[config.mk]
export PLATFORM = sky130hd
export DESIGN_NAME = bidir_parity_xcvr
export DESIGN_NICKNAME = d
export VERILOG_FILES = /design/src/rtl/xcvr_pkg.sv /design/src/rtl/xor_reduce.sv /design/src/rtl/dir_ctrl.sv /design/src/rtl/bidir_parity_xcvr.sv
export SDC_FILE = /design/constraint.sdc
export NUM_CORES = 1
export LEC_CHECK = 0
export ABC_AREA = 1
export BUFFER_PORTS_ARGS = -buffer_cell sky130_fd_sc_hd__buf_2
export CORE_AREA = 2 2 39 41
export DETAILED_ROUTE_END_ITERATION = 7
export DIE_AREA = 0 0 41 43
export GPL_TIMING_DRIVEN = 0
export PLACE_DENSITY = 0.85
export SLEW_MARGIN = 20
export SYNTH_ARGS = -nofsm -noshare
export SYNTH_HDL_FRONTEND = slang
export SYNTH_SLANG_ARGS = --single-unit
[constraint.sdc]
create_clock -name vclk -period 0.8
set_input_delay 0.08 -clock vclk [all_inputs]
set_output_delay 0.08 -clock vclk [all_outputs]
set_load 0.005 [all_outputs]
[src/rtl/xcvr_pkg.sv]
package xcvr_pkg;
    localparam int unsigned DATA_W = 8;

    typedef struct packed {
        logic a_oe;
        logic b_oe;
        logic par_oe;
        logic chk_en;
    } drv_t;
endpackage

[src/rtl/xor_reduce.sv]
module xor_reduce #(
    parameter int unsigned W = 8
) (
    input  logic [W-1:0] bits_in,
    output logic         odd_ones
);
    logic [W:0] chain;
    assign chain[0] = 1'b0;
    for (genvar i = 0; i < W; i++) begin : g_stage
        assign chain[i+1] = chain[i] ^ bits_in[i];
    end
    assign odd_ones = chain[W];
endmodule

[src/rtl/dir_ctrl.sv]
module dir_ctrl
    import xcvr_pkg::*;
(
    input  logic dir_tx,
    input  logic hiz_all,
    output drv_t drv
);
    drv_t drv_d;

    always_comb begin
        drv_d = '0;
        if (!hiz_all) begin
            if (dir_tx) begin
                drv_d.b_oe   = 1'b1;
                drv_d.par_oe = 1'b1;
            end else begin
                drv_d.a_oe   = 1'b1;
                drv_d.chk_en = 1'b1;
            end
        end
    end

    assign drv = drv_d;

    always_comb begin

        no_dual_drive_chk: assert (!(drv_d.a_oe && drv_d.b_oe));

        hiz_release_chk: assert (!hiz_all || (drv_d.a_oe == 1'b0 && drv_d.b_oe == 1'b0 && drv_d.par_oe == 1'b0));

        par_with_b_chk: assert (drv_d.par_oe == drv_d.b_oe);
    end
endmodule

[src/rtl/bidir_parity_xcvr.sv]
module bidir_parity_xcvr
    import xcvr_pkg::*;
#(
    parameter int unsigned W = DATA_W
) (
    input  logic         dir_tx,
    input  logic         hiz_all,
    input  logic         odd_sel,
    input  logic [W-1:0] a_in,
    output logic [W-1:0] a_out,
    output logic         a_oe,
    input  logic [W-1:0] b_in,
    output logic [W-1:0] b_out,
    output logic         b_oe,
    input  logic         par_in,
    output logic         par_out,
    output logic         par_oe,
    output logic         err_n
);
    drv_t drv;
    logic a_odd;
    logic rx_odd;

    dir_ctrl u_ctrl (
        .dir_tx  (dir_tx),
        .hiz_all (hiz_all),
        .drv     (drv)
    );

    xor_reduce #(.W(W)) u_tx_par (
        .bits_in  (a_in),
        .odd_ones (a_odd)
    );

    xor_reduce #(.W(W + 1)) u_rx_par (
        .bits_in  ({par_in, b_in}),
        .odd_ones (rx_odd)
    );

    typedef struct packed {
        logic [W-1:0] a_out;
        logic [W-1:0] b_out;
        logic         par;
        logic         err_n;
    } out_t;

    out_t out_d;

    always_comb begin
        out_d.a_out = b_in;
        out_d.b_out = a_in;
        out_d.par   = a_odd ^ odd_sel;
        out_d.err_n = 1'b1;
        if (drv.chk_en) begin
            out_d.err_n = (rx_odd == odd_sel);
        end
    end

    assign a_out   = out_d.a_out;
    assign b_out   = out_d.b_out;
    assign par_out = out_d.par;
    assign err_n   = out_d.err_n;
    assign a_oe    = drv.a_oe;
    assign b_oe    = drv.b_oe;
    assign par_oe  = drv.par_oe;

    always_comb begin

        err_only_rx_chk: assert (err_n || (!dir_tx && !hiz_all));

        tx_sense_chk: assert ((a_odd ^ par_out) == odd_sel);

        rx_drives_a_chk: assert (hiz_all || dir_tx || (a_oe && !b_oe));
    end
endmodule

==> results_dict.tcl <==
set metrics [dict create \
    status "complete, but fails checks" \
    violations "negative setup slack" \
    fmax_mhz 1100 \
    post_dp_cell_area_sq_um 652 \
    pre_cts_ws_ns -0.135 \
    fin_cells 141 \
    placed_cells_incl_taps 141 \
    path_max_fanout 4 \
    place_congestion 0.596 \
    syn_area_sq_um 427 \
    portBuffers 41 \
    fin_crit_sh_pct 114 \
    syn_inst 84 \
    final_common_cell "buf_2" \
    antenna_cells 0 \
    seq_cells 0 \
    area_growth_pct 99.4 \
    drt-vias-per-instance 4.29 \
    pin_count 41 \
    fp.coreArea_sq_um 1380 \
    final_cell_area_sq_um 851 \
    layout-drive-gt1-share_pct 70.4 \
    crit_path_start "b_in[5]" \
    rows 14 \
    hold_buffers 0 \
    nets 147 \
    hold_viol 0 \
    num-clock-buffers 0 \
    die_area_sq_um 1760 \
    routed_wl_mm 1.14 \
    arrival_ns 0.83 \
    regArea_sq_um 0 \
    final_cell_mix "buf_2, nand2_1, buf_4, nand2_2, buf_6" \
    critical_path_class "primary input to primary output" \
    worst_slew_pin_slew_ns 0.185 \
    setup_viol 2 \
    grt_overflow 0 \
    route.detailed.drc 0 \
    route.vias.total 605 \
    finalWorstSetupSlack_ns -0.110 \
    period_needed_ns 0.910 \
    grt_pass1_vias 459 \
    power_mw 0.503 \
    grt_antenna_before_repair 0 \
    worstSetupEndpointType "primary output" \
    yosysUniqueCellTypes 7 \
    critical_path_required_ns 0.72 \
    wl_per_cell_um 8.11 \
    slew_headroom_pct 87.6 \
    tns_ns -0.190 \
    start_kind "primary input" \
    grt_usage_pct 11.8 \
    start_util_pct 30.8 \
    drt_iter0_markers 7 \
    peakVddDrop_uv 257 \
    hold_path_class "primary input to primary output" \
    die_w_um 41 \
    final_antenna_net_count 0 \
    leakagePower_nw 0.523 \
    dp_hpwl_um 828 \
    rsz0062_at_grt "true" \
    seq_area_frac_synth_pct 0 \
    p_per_area_nw_per_um2 591 \
    grt_start_max_net_pins 6 \
    yosysWarnings 0 \
    drv_cap 0 \
    grt_pass1_wl_mm 1.57 \
    avgSynthCellArea_sq_um 5.08 \
    syn_nets 104 \
    drv_slew 0 \
    cp-endpoint "err_n" \
    chipHeight_um 43 \
    first_pass_iters 4 \
    postCtsSetupBuffers 0 \
]
## cell type report
cell class | instances | area (sq um)
plain buffers | 17 | 128
inverters | 14 | 57.6
fillers | 120 | 533
well taps | 16 | 20.0
repair buffers | 41 | 282
multi-input cells | 53 | 364
## repair_timing
action,CTS,global route
pin swaps,17,15
setup endpoints to repair,2,2
resized for setup,31,27
## per-layer routing
layer / global-route usage [%] / share of wire, %
met1: 11.1 / 33
met2: 25.9 / 55
met3: 0 / 10
met4: 0 / 1.7
met5: 0 / 0
## synthesized netlist by cell type (all sizes together)
master  instances  share of area [%]
inv            14                 12
xor2            3                6.2
nand2          32                 28
nor2            4                3.5
xnor2           4                8.2
buf            17                 30
nand3          10                 12
## through the flow
step / hold WS (ns) / util, %
after floorplan: 0.194 / -
after global placement: 0.400 / 47.1
after detailed placement: 0.410 / 47.1
after CTS: 0.410 / 54.6
after global routing: 0.419 / 61.5
final: 0.408 / 61.5
## critical path, stage by stage
cell and delay [ns]:
buf_6 0.10, inv_2 0.06, nand2_2 0.07, nand3_2 0.06
nand2_1 0.06, nand2_2 0.08, nand2_2 0.05, nand2_1 0.05
nand3_1 0.07, buf_2 0.13
## power breakdown
| group | internal, mW | switching [mW] | leakage (nW) |
|---|---|---|---|
| logic | 0.273 | 0.230 | 0.523 |
| registers | 0 | 0 | 0 |
| clock network | 0 | 0 | 0 |
## logic make-up after synthesis
family                 after synthesis  share of synthesized area [%]
XOR/XNOR                             7                           14.4
buffers and inverters               31                           42.2
AND/OR/NAND/NOR                     46                           43.4
## worst min path at each step
stage / endpoint / slack, ns / startpoint / cells after the start
floorplan: a_oe / 0.19 / hiz_all / 1
global placement: b_oe / 0.40 / hiz_all / 3
detailed placement: b_oe / 0.41 / hiz_all / 3
CTS: b_oe / 0.41 / hiz_all / 3
global route: b_oe / 0.42 / hiz_all / 3
finish: b_out[5] / 0.41 / a_in[5] / 3
Power figures use the tool's default switching activity.
